===== src/rtl/t1e_pkg.sv =====
// Shared types for the T=1 epilogue unit.
// Assumes nothing beyond IEEE 1800-2017 enum support.
package t1e_pkg;

    // Transmit sequencer phase: payload pass-through or one of two epilogue slots.
    typedef enum logic [1:0] {
        TX_PASS   = 2'd0,
        TX_EPI_HI = 2'd1,
        TX_EPI_LO = 2'd2
    } tx_phase_e;

endpackage


===== src/rtl/t1e_accum.sv =====
// Redundancy accumulator shared by both directions.
// Holds either a CRC (POLY, PRESET, MSB-first, no final inversion) or an XOR
// sum in the low DATA_W bits. A clear loads the preset for the selected
// algorithm; a byte loaded in the same cycle is folded in on top of it.
// Assumes CRC_W > DATA_W and that the algorithm select is stable during a block.
module t1e_accum #(
    parameter int unsigned DATA_W = 8,
    parameter int unsigned CRC_W  = 16,
    parameter logic [CRC_W-1:0] POLY   = 16'h1021,
    parameter logic [CRC_W-1:0] PRESET = 16'hFFFF
) (
    input  logic              clk,
    input  logic              rst_n,
    input  logic              clear,
    input  logic              use_crc,
    input  logic              load,
    input  logic [DATA_W-1:0] din,
    output logic [CRC_W-1:0]  acc_q
);

    localparam logic [CRC_W-1:0] LRC_PRESET = '0;

    logic [CRC_W-1:0] base;
    logic [CRC_W-1:0] acc_d;

    // Bit-serial CRC update over one byte, MSB of the byte first.
    function automatic logic [CRC_W-1:0] crc_fold(input logic [CRC_W-1:0] c,
                                                  input logic [DATA_W-1:0] d);
        logic [CRC_W-1:0] r;
        logic             fb;
        r = c;
        for (int i = DATA_W - 1; i >= 0; i--) begin
            fb = r[CRC_W-1] ^ d[i];
            r  = {r[CRC_W-2:0], 1'b0};
            if (fb) r = r ^ POLY;
        end
        return r;
    endfunction

    // Next value: optional preset, then optional fold of the incoming byte.
    always_comb begin
        base  = clear ? (use_crc ? PRESET : LRC_PRESET) : acc_q;
        acc_d = base;
        if (load) begin
            if (use_crc) acc_d = crc_fold(base, din);
            else         acc_d = {base[CRC_W-1:DATA_W], base[DATA_W-1:0] ^ din};
        end
    end

    // Accumulator register.
    always_ff @(posedge clk) begin
        if (!rst_n) acc_q <= '0;
        else        acc_q <= acc_d;
    end

    // a lone clear lands the preset of the algorithm chosen at that time.
    a_r5_preset_load: assert property (@(posedge clk) disable iff (!rst_n)
        (clear && !load) |=> (acc_q == ($past(use_crc) ? PRESET : LRC_PRESET)));

    // Without clear or load the value must not move.
    a_r8_idle_hold: assert property (@(posedge clk) disable iff (!rst_n)
        (!clear && !load) |=> $stable(acc_q));

endmodule


===== src/rtl/t1e_tx_seq.sv =====
// Transmit sequencer. Passes payload through combinationally and, after the
// last payload byte of an active block, emits the epilogue from the
// accumulator: high then low byte for CRC, low byte only for LRC.
// Assumes the accumulator is not loaded while an epilogue is pending
// (guaranteed because no payload is accepted then).
module t1e_tx_seq
    import t1e_pkg::*;
#(
    parameter int unsigned DATA_W = 8,
    parameter int unsigned CRC_W  = 16
) (
    input  logic              clk,
    input  logic              rst_n,
    input  logic              active,
    input  logic              use_crc,
    input  logic              in_valid,
    input  logic [DATA_W-1:0] in_data,
    input  logic              in_last,
    output logic              in_ready,
    output logic              out_valid,
    output logic [DATA_W-1:0] out_data,
    input  logic              out_ready,
    input  logic [CRC_W-1:0]  acc_q,
    output logic              fire
);

    tx_phase_e phase_q;
    logic      end_of_payload;

    // Output mux and handshake per phase.
    always_comb begin
        unique case (phase_q)
            TX_EPI_HI: begin
                out_valid = 1'b1;
                out_data  = acc_q[CRC_W-1 -: DATA_W];
                in_ready  = 1'b0;
            end
            TX_EPI_LO: begin
                out_valid = 1'b1;
                out_data  = acc_q[DATA_W-1:0];
                in_ready  = 1'b0;
            end
            default: begin
                out_valid = in_valid;
                out_data  = in_data;
                in_ready  = out_ready;
            end
        endcase
    end

    assign fire           = in_valid && in_ready;
    assign end_of_payload = fire && in_last;

    // Phase register: enter epilogue after an active last byte, step on ready.
    always_ff @(posedge clk) begin
        if (!rst_n) begin
            phase_q <= TX_PASS;
        end else begin
            unique case (phase_q)
                TX_PASS: begin
                    if (end_of_payload && active)
                        phase_q <= use_crc ? TX_EPI_HI : TX_EPI_LO;
                end
                TX_EPI_HI: if (out_ready) phase_q <= TX_EPI_LO;
                TX_EPI_LO: if (out_ready) phase_q <= TX_PASS;
                default:   phase_q <= TX_PASS;
            endcase
        end
    end

    // an inactive block never enters an epilogue phase.
    a_r1_no_epilogue: assert property (@(posedge clk) disable iff (!rst_n)
        (end_of_payload && !active) |=> (phase_q == TX_PASS));

    // LRC goes straight to the single low-byte slot.
    a_r2_lrc_single: assert property (@(posedge clk) disable iff (!rst_n)
        (end_of_payload && active && !use_crc) |=> (phase_q == TX_EPI_LO));

    // CRC high byte is always followed by the low byte.
    a_r3_crc_pair: assert property (@(posedge clk) disable iff (!rst_n)
        (phase_q == TX_EPI_HI && out_ready) |=> (phase_q == TX_EPI_LO));

    // no payload is taken while the epilogue is pending.
    a_r4_no_payload: assert property (@(posedge clk) disable iff (!rst_n)
        (phase_q != TX_PASS) |-> !fire);

    // a stalled epilogue byte is held steady.
    a_r4_hold_byte: assert property (@(posedge clk) disable iff (!rst_n)
        (phase_q != TX_PASS && !out_ready) |=> (out_valid && $stable(out_data)));

endmodule


===== src/rtl/t1e_rx_chk.sv =====
// Receive checker. Folds every accepted byte of an active block into its
// accumulator, pulses done one cycle after the last byte and reports good
// while the finished block's residue is zero (trailer included).
// Assumes a start strobe precedes each block.
module t1e_rx_chk #(
    parameter int unsigned DATA_W = 8,
    parameter int unsigned CRC_W  = 16,
    parameter logic [CRC_W-1:0] POLY   = 16'h1021,
    parameter logic [CRC_W-1:0] PRESET = 16'hFFFF
) (
    input  logic              clk,
    input  logic              rst_n,
    input  logic              active,
    input  logic              use_crc,
    input  logic              start,
    input  logic              valid,
    input  logic [DATA_W-1:0] data,
    input  logic              last,
    output logic [CRC_W-1:0]  result,
    output logic              done,
    output logic              good
);

    logic take;
    logic finish;
    logic ended_q;

    assign take   = valid && active;
    assign finish = take && last;

    t1e_accum #(
        .DATA_W (DATA_W),
        .CRC_W  (CRC_W),
        .POLY   (POLY),
        .PRESET (PRESET)
    ) u_acc (
        .clk     (clk),
        .rst_n   (rst_n),
        .clear   (start),
        .use_crc (use_crc),
        .load    (take),
        .din     (data),
        .acc_q   (result)
    );

    // End-of-block pulse, one cycle after the last byte is taken.
    always_ff @(posedge clk) begin
        if (!rst_n) done <= 1'b0;
        else        done <= finish;
    end

    // Block-ended flag: set by the last byte, cleared by start or a new byte.
    always_ff @(posedge clk) begin
        if (!rst_n)              ended_q <= 1'b0;
        else if (finish)         ended_q <= 1'b1;
        else if (start || take)  ended_q <= 1'b0;
    end

    assign good = ended_q && (result == '0);

    // done only ever follows an accepted last byte.
    a_r7_done_cause: assert property (@(posedge clk) disable iff (!rst_n)
        done |-> $past(finish));

    // verdict is held while nothing new arrives.
    a_r7_good_hold: assert property (@(posedge clk) disable iff (!rst_n)
        (!start && !valid) |=> $stable(good));

    // inactive bytes leave the results frozen.
    a_r8_frozen: assert property (@(posedge clk) disable iff (!rst_n)
        (!active && !start) |=> ($stable(result) && !done));

endmodule


===== src/rtl/t1_epilogue_unit.sv =====
// T=1 block epilogue generator and checker (top).
// Transmit: pass-through plus automatic LRC/CRC epilogue after the last byte.
// Receive: running LRC/CRC with low/high result bytes and a good verdict.
// Assumes configuration inputs are stable within a block and CRC_W == 2*DATA_W.
module t1_epilogue_unit #(
    parameter int unsigned DATA_W = 8,
    parameter int unsigned CRC_W  = 16,
    parameter logic [CRC_W-1:0] CRC_POLY   = 16'h1021,
    parameter logic [CRC_W-1:0] CRC_PRESET = 16'hFFFF
) (
    input  logic              clk,
    input  logic              rst_n,
    input  logic              cfg_t1_mode,
    input  logic              cfg_check_en,
    input  logic              cfg_crc_sel,
    input  logic              tx_start,
    input  logic              tx_in_valid,
    input  logic [DATA_W-1:0] tx_in_data,
    input  logic              tx_in_last,
    output logic              tx_in_ready,
    output logic              tx_out_valid,
    output logic [DATA_W-1:0] tx_out_data,
    input  logic              tx_out_ready,
    input  logic              rx_start,
    input  logic              rx_valid,
    input  logic [DATA_W-1:0] rx_data,
    input  logic              rx_last,
    output logic [DATA_W-1:0] rx_res_lo,
    output logic [DATA_W-1:0] rx_res_hi,
    output logic              rx_done,
    output logic              rx_good
);

    localparam int unsigned HI_LSB = CRC_W - DATA_W;

    logic             chk_active;
    logic             tx_fire;
    logic [CRC_W-1:0] tx_acc;
    logic [CRC_W-1:0] rx_acc;

    // Checking happens only in T=1 with the enable set.
    assign chk_active = cfg_t1_mode && cfg_check_en;

    t1e_accum #(
        .DATA_W (DATA_W),
        .CRC_W  (CRC_W),
        .POLY   (CRC_POLY),
        .PRESET (CRC_PRESET)
    ) u_tx_acc (
        .clk     (clk),
        .rst_n   (rst_n),
        .clear   (tx_start),
        .use_crc (cfg_crc_sel),
        .load    (tx_fire && chk_active),
        .din     (tx_in_data),
        .acc_q   (tx_acc)
    );

    t1e_tx_seq #(
        .DATA_W (DATA_W),
        .CRC_W  (CRC_W)
    ) u_tx_seq (
        .clk       (clk),
        .rst_n     (rst_n),
        .active    (chk_active),
        .use_crc   (cfg_crc_sel),
        .in_valid  (tx_in_valid),
        .in_data   (tx_in_data),
        .in_last   (tx_in_last),
        .in_ready  (tx_in_ready),
        .out_valid (tx_out_valid),
        .out_data  (tx_out_data),
        .out_ready (tx_out_ready),
        .acc_q     (tx_acc),
        .fire      (tx_fire)
    );

    t1e_rx_chk #(
        .DATA_W (DATA_W),
        .CRC_W  (CRC_W),
        .POLY   (CRC_POLY),
        .PRESET (CRC_PRESET)
    ) u_rx_chk (
        .clk     (clk),
        .rst_n   (rst_n),
        .active  (chk_active),
        .use_crc (cfg_crc_sel),
        .start   (rx_start),
        .valid   (rx_valid),
        .data    (rx_data),
        .last    (rx_last),
        .result  (rx_acc),
        .done    (rx_done),
        .good    (rx_good)
    );

    assign rx_res_lo = rx_acc[DATA_W-1:0];
    assign rx_res_hi = rx_acc[CRC_W-1:HI_LSB];

    // the results come out of reset at zero.
    a_r9_reset_clear: assert property (@(posedge clk)
        !rst_n |=> (rx_res_lo == '0 && rx_res_hi == '0 && !rx_done));

endmodule


===== config.mk =====
export PLATFORM = sky130hd
export DESIGN_NAME = t1_epilogue_unit
export DESIGN_NICKNAME = d
export VERILOG_FILES = /design/src/rtl/t1e_pkg.sv /design/src/rtl/t1e_accum.sv /design/src/rtl/t1e_tx_seq.sv /design/src/rtl/t1e_rx_chk.sv /design/src/rtl/t1_epilogue_unit.sv
export SDC_FILE = /design/constraint.sdc
export NUM_CORES = 1
export LEC_CHECK = 0
export ABC_CLOCK_PERIOD_IN_PS = 4800
export CAP_MARGIN = 10
export CORE_MARGIN = 2
export CORE_UTILIZATION = 50
export DETAILED_ROUTE_END_ITERATION = 8
export GPL_ROUTABILITY_DRIVEN = 0
export MAX_ROUTING_LAYER = met4
export PLACE_DENSITY_LB_ADDON = 0.25
export SYNTH_ARGS = -nofsm -noshare
export SYNTH_HDL_FRONTEND = slang
export SYNTH_SLANG_ARGS = --single-unit
export TNS_END_PERCENT = 30

===== constraint.sdc =====
create_clock -name clk -period 4.8 [get_ports clk]
set_input_delay 1.44 -clock clk [delete_from_list [all_inputs] [get_ports clk]]
set_output_delay 1.44 -clock clk [all_outputs]
set_load 0.02 [all_outputs]

==> impl_metrics.py, run 1 <==
metrics = {
    "die": {
        "rows": 29,
        "core_um2": 6280,
        "dieArea_um2": 7050,
        "ios": 56,
        "die_h_um": 84.0,
        "die-width_um": 84.0,
        "start_util_pct": 51.0,
    },
    "detailed_routing": {
        "drcViolationCount": 0,
        "dr.pass1.iters": 5,
        "vias": 3385,
        "wl_um": 9500,
        "drt_iter0_markers": 222,
        "vias_per_cell": 6.28,
        "routedWlPerCell_um": 17.6,
        "ant_nets": 0,
    },
    "timing": {
        "relSlewSlack_pct": 43.6,
        "rsz0062_at_grt": "false",
        "max_freq_ghz": 0.231,
        "clock_skew_ns": 0.00954,
        "setup_viol": 0,
        "fin_tns_setup_ns": 0,
        "min_period_ns": 4.33,
        "holdWs_ns": 0.528,
        "worst_pin_slew_ns": 0.846,
        "slew_violations": 0,
        "fin_crit_sh_pct": 90.1,
        "finalHoldViolCount": 0,
    },
    "clock_network": {
        "cts_buffers": 5,
        "clockRootBuffer": "clkbuf_8",
        "htreeDepth": 2,
        "clock_sinks": 36,
        "postCtsResizedCells": 0,
        "path_clk_slew_ns": 0.08,
        "clockBufferDepth": 2,
        "cts_tree": "done",
        "cts_hold_buf": 0,
        "clk_latency_ns": 0.29,
        "cts_setup_buffers": 0,
    },
    "setup_path": {
        "crit_buf_inv": 2,
        "critPathMaxFanout": 6,
        "crit_top_cell": "clkdlybuf4s50_1",
        "criticalPathCategory": "input pin to output pin",
        "critPathTopFamily": "buffers and inverters",
        "max_stage_delay_ns": 0.62,
        "cpMaxStageDelayCell": "clkdlybuf4s50_1",
        "endpoint_kind": "output pin",
        "cp-start-kind": "input pin",
        "arrival_ns": 2.89,
        "crit_chain": "clkdlybuf4s50_1 > nor2_1 > a21oi_1 > clkdlybuf4s50_1",
        "required_ns": 3.36,
    },
    "synth": {
        "ys.flop_type": "dfxtp_1",
        "synth_edf_count": 0,
        "synth_area_leaders": "dfxtp_1, xnor2_1, a21oi_1, nor2_1, xor2_1",
        "synth_area_um2": 3200,
        "ys_top_cells_by_count": "nor2_1, a21oi_1, dfxtp_1, xnor2_1",
        "yosysSeqAreaShare_pct": 22.5,
        "yosysTopAreaCell": "dfxtp_1",
        "yosys_warnings": 0,
        "synth-seq-cells": 36,
        "async_reset_ff_share_pct": 0,
        "synth_nets": 465,
        "netlist.area_leader.share_pct": 22.5,
        "synth_cells": 434,
        "synth.distinct_cells": 59,
        "synth.avg_cell_area_um2": 7.37,
        "synth.most_common_cell": "nor2_1",
    },
    "layout": {
        "area.sequential_um2": 721,
        "nets": 491,
        "multiInputGateArea_um2": 2250,
        "syn_to_final_growth_pct": 18.9,
        "layout.cells.non_filler": 539,
        "fin_util_pct": 60.6,
        "drive_above_1_share_pct": 4.99,
        "filler_cell_count": 609,
    },
    "power": {
        "p_leak_uw": 0.00137,
        "p_per_area_nw_per_um2": 308,
        "ir_drop_v": 0.000203,
    },
    "flow_run": {
        "drv_cap": 0,
    },
    "placement": {
        "io_buffer_count": 55,
        "hpwlAfterDp_um": 6520,
        "dp.cells": 530,
    },
    "global_route": {
        "grt_pass1_vias": 3328,
        "grt_first_pass_wirelength_um": 15900,
        "grt_overflow": 0,
        "grtUsageTotal_pct": 28.1,
        "grt_max_degree": 46,
        "grt_antenna_before_repair": 0,
    },
    "outcome": {
        "status": "complete, no violations",
    },
    "min_path": {
        "hold_class": "flip-flop to flip-flop",
    },
}
-- final timing paths --
kind	startpoint	endpoint	slack, ns	cells past startpoint
worst max-delay path	tx_in_data[6]	tx_out_data[6]	0.47	4
worst max register to register	u_tx_seq.phase_q[1]	u_tx_acc.acc_q[0]	2.04	7
worst min-delay path	u_tx_seq.phase_q[1]	u_tx_seq.phase_q[1]	0.53	2
worst min register to register	u_tx_seq.phase_q[1]	u_tx_seq.phase_q[1]	0.53	2
-- placed cells by master (no fill, tap or decap), drive strengths merged, types with 3 or more instances in the layout --
master         instances
nand2b                 4
clkdlybuf4s50         55
nor3                  26
nor2                  46
mux2                   3
a21o                   5
clkbuf                 6
o22ai                  4
inv                    5
nor4                   3
o221ai                 3
xor2                  19
a2111oi                4
xnor2                 32
or3                    6
o21ai                 13
dfxtp                 36
a211oi                10
nor2b                 10
a21oi                 39
and3                   7
nand3                 12
a22oi                  9
nand2                 26
o211ai                10
ha                     3
o31ai                  6
clkinv                 4
nand4                  6
a31oi                  5
xor3                   3
buf                    8
-- per-stage QoR --
stage | total power (uW) | worst slack, ns | area, um2
floorplan | 739 | 1.30 | 3200
global placement | 932 | 0.520 | 3710
detailed placement | 942 | 0.468 | 3710
CTS | 1170 | 0.462 | 3800
global route | 1250 | 0.395 | 3800
finish | 1170 | 0.475 | 3800
-- sequential cells by signal, summed over array words and instances (netlist names) --
register,count
u_tx_seq.phase_q,2
u_rx_chk.done,1
u_tx_acc.acc_q,16
u_rx_chk.u_acc.acc_q,16
u_rx_chk.ended_q,1
-- area by class of cell --
class	instances	area share (%)
Sequential cell	36	18.9
Antenna cell	1	0.0658
Clock buffer	6	2.17
Timing Repair Buffer	63	16.1
Multi-Input combinational cell	347	59.3
Clock inverter	2	0.263
Tap cell	77	2.53
Inverter	7	0.691
-- cells by family after synthesis --
logic type               count (synthesis)  synth area share (%)
adder cells (fa/ha/maj)                  3                  1.17
XOR/XNOR                                55                  16.9
buffers and inverters                   51                  7.00
AO/OA/AOI/OAI                          133                  28.3
multiplexers                             3                  1.06
AND/OR/NAND/NOR                        153                  23.1
flip-flops                              36                  22.5
-- routing by layer --
metal,GRT usage (%),vias up,part of all wire (%)
li1,-,1630,-
met1,34.3,1575,42
met2,47.1,155,50
met3,4.15,25,6.5
met4,10.6,0,2.0
met5,-,-,0
-- power breakdown --
| part | switching (uW) | leakage [uW] | internal (uW) |
|---|---|---|---|
| Sequential | 42.7 | 0.000297 | 325 |
| Combinational | 313 | 0.00102 | 261 |
| Clock | 117 | 0.0000510 | 115 |
-- worst min-delay path, delay by kind of cell, from the launching register on --
| family | cells | cell delay, ns |
|---|---|---|
| AO/OA/AOI/OAI | 1 | 0.05 |
| flip-flops | 1 | 0.33 |
| AND/OR/NAND/NOR | 1 | 0.10 |
Power figures use the tool's default switching activity.
==> inputs of run 2 (changes only) <==
- TNS_END_PERCENT: 30 -> 1
==> results of run 2 <==
Final layout, timing and power as in run 1 (identical DEF).
==> inputs of run 3 (changes only) <==
- GPL_ROUTABILITY_DRIVEN: 0 -> default
==> impl_metrics.py, run 3 (synthesized netlist as in run 1, its figures left out) <==
metrics = {
    "power": {
        "p_leak_uw": 0.00137,
        "p_per_area_nw_per_um2": 303,
        "ir_drop_v": 0.000196,
    },
    "clock_network": {
        "clockBufferDepth": 2,
        "cts_hold_buf": 0,
        "postCtsResizedCells": 0,
        "cts_buffers": 5,
        "clockRootBuffer": "clkbuf_8",
        "cts_tree": "done",
        "clock_sinks": 36,
        "clk_latency_ns": 0.30,
        "cts_setup_buffers": 0,
        "htreeDepth": 2,
        "path_clk_slew_ns": 0.07,
    },
    "setup_path": {
        "reg2reg_slack_ns": 2.06,
        "endpoint_kind": "output pin",
        "reg2reg_depth": 7,
        "crit_buf_inv": 2,
        "criticalPathCategory": "input pin to output pin",
        "cp-start-kind": "input pin",
        "critPathMaxFanout": 6,
        "critPathTopFamily": "buffers and inverters",
        "r2r_end": "u_tx_acc.acc_q[1]",
        "max_stage_delay_ns": 0.61,
        "cpMaxStageDelayCell": "clkdlybuf4s50_1",
        "required_ns": 3.36,
        "crit_chain": "clkdlybuf4s50_1 > nor2_1 > a21oi_1 > clkdlybuf4s50_1",
        "crit_top_cell": "clkdlybuf4s50_1",
        "arrival_ns": 2.86,
        "r2r_start": "u_tx_seq.phase_q[0]",
    },
    "detailed_routing": {
        "vias_per_cell": 6.25,
        "routedWlPerCell_um": 17.4,
        "ant_nets": 0,
        "vias": 3371,
        "dr.pass1.iters": 5,
        "drt_iter0_markers": 240,
        "drcViolationCount": 0,
        "wl_um": 9350,
    },
    "layout": {
        "syn_to_final_growth_pct": 18.8,
        "final_common_cell": "clkdlybuf4s50_1",
        "drive_above_1_share_pct": 4.98,
        "fin_util_pct": 60.6,
        "design_area_um2": 3800,
        "layout_common_cells": "clkdlybuf4s50_1, nor2_1, a21oi_1",
        "nets": 493,
        "reg.largest.list": "u_rx_chk.u_acc.acc_q (16), u_tx_acc.acc_q (16), u_tx_seq.phase_q (2)",
        "antennaDiodeCount": 0,
    },
    "timing": {
        "worst_pin_slew_ns": 0.805,
        "relSlewSlack_pct": 46.3,
        "min_period_ns": 4.30,
        "finalHoldViolCount": 0,
        "slew_violations": 0,
        "setup_viol": 0,
        "holdWs_ns": 0.535,
        "fin_tns_setup_ns": 0,
        "fin_crit_sh_pct": 89.5,
        "clock_skew_ns": 0.00596,
        "rsz0062_at_grt": "false",
        "max_freq_ghz": 0.233,
    },
    "placement": {
        "globalplace.congestion": 0.900,
        "hpwlAfterDp_um": 6520,
        "placed_cell_area_um2": 3720,
        "io_buffer_count": 55,
    },
    "min_path": {
        "whs_endpoint": "u_tx_seq.phase_q[1]",
        "hold_path_depth": 2,
        "min-delay-start": "u_tx_seq.phase_q[1]",
        "hold_class": "flip-flop to flip-flop",
    },
    "die": {
        "ios": 56,
        "core_um2": 6280,
        "dieArea_um2": 7050,
        "die_h_um": 84.0,
        "rows": 29,
        "die-width_um": 84.0,
        "start_util_pct": 51.0,
    },
    "global_route": {
        "grt_antenna_before_repair": 0,
        "grt_overflow": 0,
        "grt_max_degree": 46,
        "grt_first_pass_wirelength_um": 15300,
        "grt_pass1_vias": 3132,
        "grtUsageTotal_pct": 27.4,
    },
    "flow_run": {
        "drv_cap": 0,
    },
    "outcome": {
        "status": "complete, no violations",
    },
}
-- run 3: final cells by class --
class	instances	area, um2
Clock inverter	1	5.00
Clock buffer	6	72.6
Inverter	7	26.3
Fill cell	597	2480
Multi-Input combinational cell	347	2250
Timing Repair Buffer	65	626
Tap cell	77	96.3
Sequential cell	36	721
-- run 3: power breakdown --
part | switching [uW] | internal (uW)
clock network | 115 | 98.9
registers | 42.0 | 325
logic | 311 | 261
total | 468 | 685
-- run 3: worst register-to-register path: cells and delay by family, from the launching register on --
kind / cells / cell delay [ns]
compound gates: 2 / 0.31
fa+ha+maj: 1 / 0.54
buf+inv: 1 / 0.08
flops: 1 / 0.35
simple gates: 3 / 1.33
-- run 3: layer usage --
layer	share of wire, %	wire (um)	GRT usage [%]	vias up
met3	5.6	525	3.76	24
met5	0	0	-	-
met1	42	3950	33.0	1586
met2	50	4640	46.1	127
li1	-	-	-	1634
met4	2.5	238	11.4	0
-- run 3: worst max-delay path by stage --
stage / startpoint / slack [ns] / depth (start not counted) / endpoint
4_1_cts: tx_in_data[6] / 0.50 / 4 / tx_out_data[6]
3_3_place_gp: tx_in_data[6] / 0.52 / 4 / tx_out_data[6]
3_5_place_dp: tx_in_data[6] / 0.50 / 4 / tx_out_data[6]
5_1_grt: tx_in_data[6] / 0.42 / 4 / tx_out_data[6]
2_1_floorplan: tx_in_data[6] / 1.30 / 3 / tx_out_data[6]
6_report: tx_in_data[6] / 0.50 / 4 / tx_out_data[6]
-- run 3: per-stage QoR --
step / std cells / power [uW] / setup WS (ns)
floorplan: 434 / 739 / 1.30
global placement: 532 / 934 / 0.522
detailed placement: 532 / 941 / 0.502
CTS: 539 / 1150 / 0.499
global route: 539 / 1220 / 0.419
finish: 539 / 1150 / 0.502
